==> src/rtl/dbi9_pkg.sv <==
// Shared types and timing helpers for the nine-bit serial display link.
// Assumes all rates are given in Hz and the system clock is the fastest.
package dbi9_pkg;

    // Item kinds on the input stream
    localparam logic [1:0] KIND_CMD   = 2'd0;
    localparam logic [1:0] KIND_PARAM = 2'd1;
    localparam logic [1:0] KIND_PIXEL = 2'd2;

    // Caps on serial rates for control traffic and for reads
    localparam longint unsigned CTRL_CAP_HZ = 64'd10_000_000;
    localparam longint unsigned READ_CAP_HZ = 64'd2_000_000;

    typedef enum logic [1:0] {
        ST_IDLE = 2'd0,
        ST_SEND = 2'd1,
        ST_RECV = 2'd2,
        ST_GAP  = 2'd3
    } link_state_e;

    // Half-period in system cycles for a wanted bit rate, rounded up, at least 1
    function automatic int unsigned half_period(longint unsigned sys_hz,
                                                longint unsigned bit_hz);
        longint unsigned h;
        h = (sys_hz + 2 * bit_hz - 1) / (2 * bit_hz);
        if (h < 1) h = 1;
        return int'(h);
    endfunction

endpackage

==> src/rtl/dbi9_read_decode.sv <==
// Classifies a command code as a register read or a write.
// Assumes the code set is fixed; any code not listed is a write.
module dbi9_read_decode (
    input  logic [7:0] code,
    output logic       is_read
);

    // Match the code against the readable register set
    always_comb begin
        case (code)
            8'h04, 8'h06, 8'h07, 8'h08, 8'h09, 8'h0A, 8'h0B, 8'h0C,
            8'h0D, 8'h0E, 8'h0F, 8'h2E, 8'h3E, 8'h45, 8'h52, 8'h54,
            8'h56, 8'h5F, 8'hA1, 8'hA8: is_read = 1'b1;
            default:                    is_read = 1'b0;
        endcase
    end

endmodule

==> src/rtl/dbi9_serializer.sv <==
// Shifts one 9-bit word out, or 8 bits in, with a programmable half-period.
// Data changes with the falling clock and input is sampled at the rising clock.
// Assumes start is raised only while idle and that sdi is stable for a half-period
// around each rising clock edge.
module dbi9_serializer #(
    parameter int HALF_W = 5
) (
    input  logic              clk,
    input  logic              rst_n,
    input  logic              start,
    input  logic              rx_mode,
    input  logic [8:0]        word,
    input  logic [HALF_W-1:0] half,
    input  logic              sdi,
    output logic              busy,
    output logic              done,
    output logic              sclk,
    output logic              sdo,
    output logic [7:0]        rx_byte
);

    logic [8:0]        sh_q;
    logic [HALF_W-1:0] cnt_q;
    logic [HALF_W-1:0] reload_q;
    logic [3:0]        nleft_q;
    logic              sclk_q;
    logic              busy_q;
    logic              done_q;
    logic              rx_q;
    logic [7:0]        rxsh_q;

    // Bit timing, shifting and response capture
    always_ff @(posedge clk) begin
        if (!rst_n) begin
            sh_q     <= '0;
            cnt_q    <= '0;
            reload_q <= '0;
            nleft_q  <= '0;
            sclk_q   <= 1'b0;
            busy_q   <= 1'b0;
            done_q   <= 1'b0;
            rx_q     <= 1'b0;
            rxsh_q   <= '0;
        end else begin
            done_q <= 1'b0;
            if (start && !busy_q) begin
                sh_q     <= word;
                reload_q <= half;
                cnt_q    <= half - 1'b1;
                nleft_q  <= rx_mode ? 4'd8 : 4'd9;
                rx_q     <= rx_mode;
                busy_q   <= 1'b1;
                sclk_q   <= 1'b0;
            end else if (busy_q) begin
                if (cnt_q != '0) begin
                    cnt_q <= cnt_q - 1'b1;
                end else begin
                    cnt_q <= reload_q - 1'b1;
                    if (!sclk_q) begin
                        sclk_q <= 1'b1;
                        if (rx_q) rxsh_q <= {rxsh_q[6:0], sdi};
                    end else begin
                        sclk_q  <= 1'b0;
                        sh_q    <= {sh_q[7:0], 1'b0};
                        nleft_q <= nleft_q - 1'b1;
                        if (nleft_q == 4'd1) begin
                            busy_q <= 1'b0;
                            done_q <= 1'b1;
                        end
                    end
                end
            end
        end
    end

    // Output drive: data only while transmitting
    assign sdo     = busy_q && !rx_q && sh_q[8];
    assign sclk    = sclk_q;
    assign busy    = busy_q;
    assign done    = done_q;
    assign rx_byte = rxsh_q;

    // serial data holds while the clock is high
    p_sdo_hold_r3: assert property (@(posedge clk) disable iff (!rst_n)
        sclk_q |=> (!sclk_q || $stable(sdo)));

    // clock is low whenever no word is in flight
    p_sclk_idle_ser_r3: assert property (@(posedge clk) disable iff (!rst_n)
        !busy_q |-> !sclk_q);

    // a start never lands on a busy shifter
    p_start_idle_r11: assert property (@(posedge clk) disable iff (!rst_n)
        start |-> !busy_q);

endmodule

==> src/rtl/dbi9_link_master.sv <==
// Master for a three-wire display link that carries the data/command flag as a
// leading ninth bit. Takes command, parameter and pixel items from a ready/valid
// input, frames them under chip select, and performs single-byte register reads.
// Assumes the system clock is at least twice the fastest serial rate.
module dbi9_link_master #(
    parameter longint unsigned SYS_HZ = 64'd100_000_000,
    parameter longint unsigned MAX_HZ = 64'd25_000_000
) (
    input  logic        clk,
    input  logic        rst_n,
    input  logic        in_valid,
    output logic        in_ready,
    input  logic [1:0]  in_kind,
    input  logic [15:0] in_data,
    input  logic        in_last,
    output logic        lcd_cs_n,
    output logic        lcd_sclk,
    output logic        lcd_sdo,
    input  logic        lcd_sdi,
    output logic        rd_valid,
    output logic [7:0]  rd_data
);
    import dbi9_pkg::*;

    localparam longint unsigned CTRL_HZ = (MAX_HZ < CTRL_CAP_HZ) ? MAX_HZ : CTRL_CAP_HZ;
    localparam longint unsigned RD_HZ   = ((MAX_HZ / 2) < READ_CAP_HZ) ? (MAX_HZ / 2) : READ_CAP_HZ;
    localparam int unsigned HALF_CTRL = half_period(SYS_HZ, CTRL_HZ);
    localparam int unsigned HALF_BULK = half_period(SYS_HZ, MAX_HZ);
    localparam int unsigned HALF_RD   = half_period(SYS_HZ, RD_HZ);
    localparam int unsigned HALF_MAX  = (HALF_RD > HALF_CTRL) ? HALF_RD : HALF_CTRL;
    localparam int HALF_W = $clog2(HALF_MAX + 1);

    link_state_e       st_q;
    logic              cs_n_q;
    logic              rdf_q;
    logic              last_q;
    logic              pix_pend_q;
    logic [7:0]        pix_lo_q;
    logic              rd_valid_q;
    logic [7:0]        rd_data_q;

    logic              accept;
    logic              code_is_read;
    logic              new_read;
    logic              ser_start;
    logic              ser_rx;
    logic [8:0]        ser_word;
    logic [HALF_W-1:0] ser_half;
    logic              ser_busy;
    logic              ser_done;
    logic [7:0]        ser_rx_byte;

    dbi9_read_decode u_dec (
        .code    (in_data[7:0]),
        .is_read (code_is_read)
    );

    assign in_ready = (st_q == ST_IDLE) || (st_q == ST_GAP);
    assign accept   = in_valid && in_ready;
    assign new_read = (in_kind == KIND_CMD) && code_is_read;

    // Pick the next word, its rate and its direction
    always_comb begin
        ser_start = 1'b0;
        ser_rx    = 1'b0;
        ser_word  = '0;
        ser_half  = HALF_W'(HALF_CTRL);
        if (accept) begin
            ser_start = 1'b1;
            ser_word  = {in_kind != KIND_CMD,
                         (in_kind == KIND_PIXEL) ? in_data[15:8] : in_data[7:0]};
            if (in_kind == KIND_PIXEL) ser_half = HALF_W'(HALF_BULK);
            else if (new_read)         ser_half = HALF_W'(HALF_RD);
        end else if (ser_done && pix_pend_q) begin
            ser_start = 1'b1;
            ser_word  = {1'b1, pix_lo_q};
            ser_half  = HALF_W'(HALF_BULK);
        end else if (ser_done && (st_q == ST_SEND) && rdf_q) begin
            ser_start = 1'b1;
            ser_rx    = 1'b1;
            ser_half  = HALF_W'(HALF_RD);
        end
    end

    dbi9_serializer #(.HALF_W(HALF_W)) u_ser (
        .clk     (clk),
        .rst_n   (rst_n),
        .start   (ser_start),
        .rx_mode (ser_rx),
        .word    (ser_word),
        .half    (ser_half),
        .sdi     (lcd_sdi),
        .busy    (ser_busy),
        .done    (ser_done),
        .sclk    (lcd_sclk),
        .sdo     (lcd_sdo),
        .rx_byte (ser_rx_byte)
    );

    // Frame sequencing: chip select, pixel split, read phase, result
    always_ff @(posedge clk) begin
        if (!rst_n) begin
            st_q       <= ST_IDLE;
            cs_n_q     <= 1'b1;
            rdf_q      <= 1'b0;
            last_q     <= 1'b0;
            pix_pend_q <= 1'b0;
            pix_lo_q   <= '0;
            rd_valid_q <= 1'b0;
            rd_data_q  <= '0;
        end else begin
            rd_valid_q <= 1'b0;
            case (st_q)
                ST_IDLE, ST_GAP: begin
                    if (accept) begin
                        cs_n_q     <= 1'b0;
                        st_q       <= ST_SEND;
                        rdf_q      <= new_read;
                        last_q     <= in_last;
                        pix_pend_q <= (in_kind == KIND_PIXEL);
                        pix_lo_q   <= in_data[7:0];
                    end
                end
                ST_SEND: begin
                    if (ser_done) begin
                        if (pix_pend_q) begin
                            pix_pend_q <= 1'b0;
                        end else if (rdf_q) begin
                            st_q <= ST_RECV;
                        end else if (last_q) begin
                            cs_n_q <= 1'b1;
                            st_q   <= ST_IDLE;
                        end else begin
                            st_q <= ST_GAP;
                        end
                    end
                end
                ST_RECV: begin
                    if (ser_done) begin
                        rd_data_q  <= ser_rx_byte;
                        rd_valid_q <= 1'b1;
                        rdf_q      <= 1'b0;
                        cs_n_q     <= 1'b1;
                        st_q       <= ST_IDLE;
                    end
                end
                default: st_q <= ST_IDLE;
            endcase
        end
    end

    assign lcd_cs_n = cs_n_q;
    assign rd_valid = rd_valid_q;
    assign rd_data  = rd_data_q;

    // no clock activity outside a frame
    p_sclk_idle_r3: assert property (@(posedge clk) disable iff (!rst_n)
        lcd_cs_n |-> !lcd_sclk);

    // chip select stays low while waiting for the rest of a command
    p_gap_in_frame_r4: assert property (@(posedge clk) disable iff (!rst_n)
        (st_q == ST_GAP) |-> !lcd_cs_n);

    // no new item is taken while a word is shifting
    p_ready_busy_r11: assert property (@(posedge clk) disable iff (!rst_n)
        ser_busy |-> !in_ready);

    // the read result is a single-cycle pulse
    p_rdvalid_pulse_r9: assert property (@(posedge clk) disable iff (!rst_n)
        rd_valid |=> !rd_valid);

    // a result only ever follows a read frame
    p_rdvalid_src_r10: assert property (@(posedge clk) disable iff (!rst_n)
        rd_valid |-> $past(rdf_q));

endmodule

==> config.mk <==
export PLATFORM = sky130hd
export DESIGN_NAME = dbi9_link_master
export DESIGN_NICKNAME = d
export VERILOG_FILES = /design/src/rtl/dbi9_pkg.sv /design/src/rtl/dbi9_read_decode.sv /design/src/rtl/dbi9_serializer.sv /design/src/rtl/dbi9_link_master.sv
export SDC_FILE = /design/constraint.sdc
export NUM_CORES = 1
export LEC_CHECK = 0
export ABC_AREA = 0
export BUFFER_PORTS_ARGS = -buffer_cell sky130_fd_sc_hd__buf_2
export CORE_MARGIN = 2
export CORE_UTILIZATION = 50
export CTS_BUF_LIST = sky130_fd_sc_hd__clkbuf_8
export DETAILED_ROUTE_END_ITERATION = 7
export HOLD_SLACK_MARGIN = 0.02
export PLACE_DENSITY = 0.81
export SLEW_MARGIN = 20
export SYNTH_ARGS = -nofsm -noshare
export SYNTH_HDL_FRONTEND = slang
export SYNTH_HIERARCHICAL = 1
export SYNTH_SLANG_ARGS = --single-unit
==> constraint.sdc <==
create_clock -name clk -period 2.51 [get_ports clk]
set_input_delay 0 -clock clk [delete_from_list [all_inputs] [get_ports clk]]
set_output_delay 0 -clock clk [all_outputs]
set_load 0.01 [all_outputs]
### Yosys cells after proc, flatten, opt, wreduce, memory -nomap -nowiden

Index checks and enable logic that the tools add are counted.

| operators by class | value |
|---|---|
| equality and inequality tests | 32 |
| bitwise operators | 5 |
| reduce and logical (&&, ||, !) cells | 33 |
| mux-type cells | 53 |
| $add $sub $neg | 4 |

Operators with widths:

| cell | number |
|---|---|
| 8-bit by 4-bit == test with 1-bit output, second input constant | 8 |
| 9-bit two-way mux | 6 |
| 8-bit by 7-bit == test with 1-bit output, second input constant | 5 |
| 5-bit two-way mux | 8 |
| 8-bit by 3-bit == test with 1-bit output, second input constant | 3 |
| 1-bit two-way mux | 24 |
| 20-bit OR reduction | 1 |
| 8-bit by 6-bit == test with 1-bit output, second input constant | 2 |
| 8-bit == test, second input constant | 2 |
| 4-bit two-way mux | 4 |
| 5-bit by 1-bit subtractor with 5-bit output, second input constant | 3 |
| 2-bit two-way mux | 6 |
| 2-bit nonzero test | 5 |
| 3-bit AND reduction | 3 |
| 1-bit logical AND | 8 |
| 8-bit two-way mux | 1 |
| 2-bit inequality test, second input constant | 4 |
| 2-bit AND reduction | 4 |
| 2-bit == test, second input constant | 3 |
| 2-bit by 1-bit inequality test with 1-bit output, second input constant | 3 |
| 2-bit case mux with 3 select lines | 1 |
| 6-bit AND reduction | 1 |
| 1-bit inverter | 5 |
| 5-bit AND reduction | 1 |
| other kinds (12) | 16 |

| storage, ports and cells | value |
|---|---|
| output and inout bits | 13 |
| register bits | 58 |
| input bits | 23 |
| logic and storage cells | 144 |

### Logic depth before layout (Yosys ltp)

| logic depth | value |
|---|---|
| word-level depth | 9 |
| depth in mapped cells | 14 |
| gate-level depth less buffers | 13 |

### Modules after synthesis

The synthesis kept the hierarchy.

By module, submodules not included:

| module | cells each | seq. area each (µm²) | times used | area an instance (µm²) |
|---|---|---|---|---|
| dbi9_serializer | 175 | 700.7 | 1 | 1,599.0 |
| dbi9_link_master | 158 | 460.4 | 1 | 1,208.7 |
| dbi9_read_decode | 26 | 0.0 | 1 | 156.4 |

### Worst setup path before layout

OpenSTA, ideal clock, no wires.

| timing path | value |
|---|---|
| path type | reg2reg |
| from | reg st_q[0] |
| to | reg u_ser.cnt_q[2] |
| data arrival time | 2,711 ps |
| setup time | 91 ps |
| required time | 2,419 ps |
| stages on the path, launching flop included | 13 |
| clock period less this slack | 2,802 ps |
| path slack | -292 ps |
| path through | dfxtp_1 inv_1 ha_1 nand2_1 clkbuf_1 o21ai_0 nand2b_4 nor2_1 a21oi_2 inv_1 ha_1 or3_2 a311oi_1 |

RTL lines:

| element | RTL line | source |
|---|---|---|
| start, declared | dbi9_link_master.sv:33 | `link_state_e st_q;` |
| start signal, assigned | dbi9_link_master.sv:103 | `st_q <= ST_IDLE;` |
| start signal, assigned | dbi9_link_master.sv:117 | `st_q <= ST_SEND;` |
| start signal, assigned | dbi9_link_master.sv:129 | `st_q <= ST_RECV;` |
| 2-bit == test or 2-bit zero test (tied branches) | dbi9_link_master.sv:58 | `assign in_ready = (st_q == ST_IDLE) \|\| (st_q == ST_GAP);` |
| 1-bit logical OR * | dbi9_link_master.sv:58 |  |
| named net in_ready | dbi9_link_master.sv:12 | `output logic in_ready,` |
| 1-bit logical AND * | dbi9_link_master.sv:59 | `assign accept = in_valid && in_ready;` |
| 1-bit two-way mux * | dbi9_link_master.sv:68 | `if (accept) begin` |
| named net ser_start | dbi9_link_master.sv:45 | `logic ser_start;` |
| 1-bit logical AND * | dbi9_serializer.sv:46 | `if (start && !busy_q) begin` |
| 5-bit two-way mux or 2-bit nonzero test (tied branches) | - |  |
| end signal, assigned | dbi9_serializer.sv:49 | `cnt_q <= half - 1'b1;` |
| end signal, assigned | dbi9_serializer.sv:56 | `cnt_q <= cnt_q - 1'b1;` |
| end signal, assigned | dbi9_serializer.sv:58 | `cnt_q <= reload_q - 1'b1;` |
| end, declared | dbi9_serializer.sv:23 | `logic [HALF_W-1:0] cnt_q;` |

The timed path passes the listed nets; every way through them passes the cells marked *.
A chain may end at the register's enable or synchronous reset.

### Worst setup path in the final report

| timing path | value |
|---|---|
| from | reg st_q[0] |
| to | reg u_ser.cnt_q[2] |

RTL lines:

| element | RTL line | source |
|---|---|---|
| 2-bit == test or 2-bit zero test (tied branches) | dbi9_link_master.sv:58 |  |
| 1-bit logical OR * | dbi9_link_master.sv:58 |  |
| 1-bit logical AND * | dbi9_link_master.sv:59 |  |
| 5-bit two-way mux * | dbi9_link_master.sv:68 |  |
| named net ser_half[0] | dbi9_link_master.sv:48 | `logic [HALF_W-1:0] ser_half;` |
| 5-bit by 1-bit subtractor with 5-bit output * | dbi9_serializer.sv:49 |  |
| 5-bit two-way mux * | dbi9_serializer.sv:46 |  |

Marks and branches as above.

==> flow_summary.json <==
{
  "outcome": "finished, final reports clean",
  "wl_per_cell_um": 13.9,
  "yosysTopAreaCellShare_pct": 39.2,
  "gr-total-overflow": 0,
  "end_kind": "register",
  "leakage_nw": 1.50,
  "cts_buffer_depth": 2,
  "crit_fanout": 5,
  "hold_class": "in -> reg",
  "fmax_ghz": 0.421,
  "rr_worst_depth": 11,
  "cts-htree-levels": 3,
  "maxCapViolations": 0,
  "slew_viol_final": 0,
  "r2r-end": "u_ser/cnt_q[2]$_SDFFE_PN0P_",
  "crit_chain": "inv_1 > ha_4 > nand2_1 > and3_4 > a21oi_2 > nor2_1 > a21oi_2 > inv_1 > ha_1 > or3_2 > a311oi_2",
  "p_per_area_nw_per_um2": 947,
  "rsz0062_at_grt": "true",
  "worstMarginPinSlew_ns": 0.773,
  "hold_path.startpoint": "in_kind[1]",
  "drc": 0,
  "dp_cells": 462,
  "regArea_um2": 1160,
  "syn_avg_cell_area_um2": 8.26,
  "routabilityCongestion": 0.850,
  "hold_viol": 0,
  "layout_min_cycle_time_ns": 2.38,
  "fin_hold_ws_ns": 0.123,
  "ys.flop_type": "dfxtp_1",
  "drtPass1Iterations": 6,
  "synth_edf_count": 0,
  "die_area_um2": 6560,
  "cts.root.buffer_cell": "clkbuf_8",
  "maxSlewHeadroom_pct": 48.4,
  "dr_total_vias": 2747,
  "fill_cells": 506,
  "synth_cells": 359,
  "cpPeakStageDelay_ns": 0.48,
  "min_path_cells": 5,
  "grt_antenna_before_repair": 0,
  "syn_nets": 387,
  "diodes": 0,
  "nets": 439,
  "grt_pass1_wl_um": 11000,
  "cts_tree": "done",
  "setup_ws_ns": 0.134,
  "synth_area_leaders": "dfxtp_1, mux2i_1, nand2_1, a21oi_1, nor2_1",
  "dr.first_iter.drc_count": 195,
  "r2r_start": "st_q[0]$_SDFFE_PN0P_",
  "clk_pin_slew_ns": 0.07,
  "wirelength_um": 6810,
  "crit_arrival_ns": 2.63,
  "worstSetupStartpointType": "register",
  "clk_latency_ns": 0.34,
  "grt_max_degree": 28,
  "hold_end": "rdf_q$_SDFFE_PN0P_",
  "fin_cells": 491,
  "yosysTopAreaCell": "dfxtp_1",
  "dp_slack_ns": 0.0652,
  "core-area_um2": 5820,
  "multi_input_area_um2": 1660,
  "cp.required_ns": 2.77,
  "rows": 28,
  "path_class": "reg -> reg",
  "yosysSeqAreaShare_pct": 39.2,
  "portBuffers": 35,
  "die_w_um": 81.0,
  "synthArstFlopShare_pct": 0,
  "worst-r2r-setup-slack_ns": 0.13,
  "ios": 36,
  "yosys.cell_types.count": 60,
  "grt_pass1_vias": 2467,
  "die_h_um": 81.0,
  "ant_nets": 0,
  "start_util_pct": 51.0,
  "yosysWarnings": 6,
  "clock-sinks": 58,
  "skew_ns": 0.00858,
  "ys_ff_latch": 58,
  "crit_slowest_cell": "or3_2",
  "grt.total_usage_pct": 22.0,
  "layout-drive-gt1-share_pct": 21.2,
  "dp_hpwl_um": 4590,
  "setup-violations-final": 0,
  "area_growth_pct": 21.4,
  "numCtsBuffers": 9,
  "period_share_pct": 94.7,
  "vdd_drop_max_mv": 0.476,
  "synth_area_um2": 2960,
  "crit_path_start": "st_q[0]$_SDFFE_PN0P_",
  "viasPerCell": 5.59,
  "fin_setup_tns_ns": 0
}
layout make-up:
cell class / instances / share of cell area (%)
Sequential cell: 58 / 32.3
Clock inverter: 6 / 2.26
Inverter: 14 / 1.46
Clock buffer: 10 / 3.82
Tap cell: 75 / 2.61
Multi-Input combinational cell: 266 / 46.2
Timing Repair Buffer: 62 / 11.4
metal layers:
metal | wire (um) | global-route usage, % | part of all wire (%) | vias to the layer above
met1 | 3130 | 27.6 | 46 | 1268
li1 | - | - | - | 1369
met2 | 3140 | 35.0 | 46 | 94
met4 | 126 | 8.31 | 1.8 | 0
met5 | 0 | 0 | 0 | -
met3 | 414 | 7.44 | 6.1 | 16
layout by cell type (no fill, tap or decap), types with 6 or more instances in the layout:
cell type	synthesis	routed
mux2i_1	26	26
nand3_1	13	13
nor3_1	6	6
buf_2	5	34
buf_4	3	16
dlygate4sd3_1	0	12
a31oi_1	6	6
nor2_1	33	32
a21oi_1	36	35
o21ai_0	23	22
clkbuf_8	0	10
dfxtp_1	58	58
inv_1	14	15
nand2_1	57	57
Yosys cell counts (4+ instances only):
master and number:
nand3_1 13, dfxtp_1 58, inv_1 14, buf_2 5, o21ai_0 23, nor2_1 33
clkbuf_1 9, a31oi_1 6, nand2_1 57, mux2i_1 26, a21oi_1 36, ha_1 5
a211oi_1 4, nor3_1 6
logic make-up after synthesis:
| logic type | share of synthesized area [%] |
|---|---|
| multiplexers | 8.78 |
| XOR/XNOR | 0.591 |
| buffers and inverters | 5.91 |
| adder cells (fa/ha/maj) | 2.11 |
| AND/OR/NAND/NOR | 24.6 |
| AO/OA/AOI/OAI | 18.8 |
| flip-flops | 39.2 |
worst max-delay path by stage:
| stage | endpoint | slack [ns] | cells past startpoint |
|---|---|---|---|
| after floorplan | u_ser/cnt_q[2]$_SDFFE_PN0P_ | 0.04 | 12 |
| after global placement | u_ser/cnt_q[2]$_SDFFE_PN0P_ | 0.16 | 11 |
| after detailed placement | u_ser/cnt_q[2]$_SDFFE_PN0P_ | 0.07 | 11 |
| after CTS | u_ser/cnt_q[2]$_SDFFE_PN0P_ | 0.05 | 11 |
| after global routing | u_ser/cnt_q[4]$_SDFFE_PN0P_ | -0.03 | 10 |
| final | u_ser/cnt_q[2]$_SDFFE_PN0P_ | 0.13 | 11 |
registers in the layout, indices dropped and copies added (netlist names), 2 cells and up:
register        flops
u_ser/nleft_q       4
pix_lo_q            8
u_ser/reload_q      5
u_ser/rx_byte       8
u_ser/sh_q          9
rd_data             8
st_q                2
u_ser/cnt_q         5
stage by stage:
| stage | util (%) | power (W) | cell area (um2) |
|---|---|---|---|
| detailed placement | 55.6 | 0.00241 | 3240 |
| global route | 61.9 | 0.00361 | 3600 |
| CTS | 61.5 | 0.00337 | 3570 |
| global placement | 55.6 | 0.00238 | 3240 |
| floorplan | - | 0.00213 | 2990 |
| finish | 61.9 | 0.00341 | 3600 |
repair_timing:
action / CTS / global route
resized for setup: 0 / 3
hold buffers: 12 / 0
setup buffers: 0 / 2
endpoints found under the hold margin: 12 / 0
endpoints found under the setup margin: 0 / 3
where the power goes:
part	leakage, nW	total [W]	internal (W)	switching, W
sequential	0.473	0.00121	0.00108	0.000134
combinational	0.916	0.00125	0.000545	0.000701
clock	0.113	0.000947	0.000578	0.000369
worst max-delay path, delay by kind of cell (launching register included):
kind,cells,cell delay [ns]
flops,1,0.34
compound gates,3,0.49
fa+ha+maj,2,0.48
simple gates,4,0.84
buf+inv,2,0.14
Power figures use the tool's default switching activity.
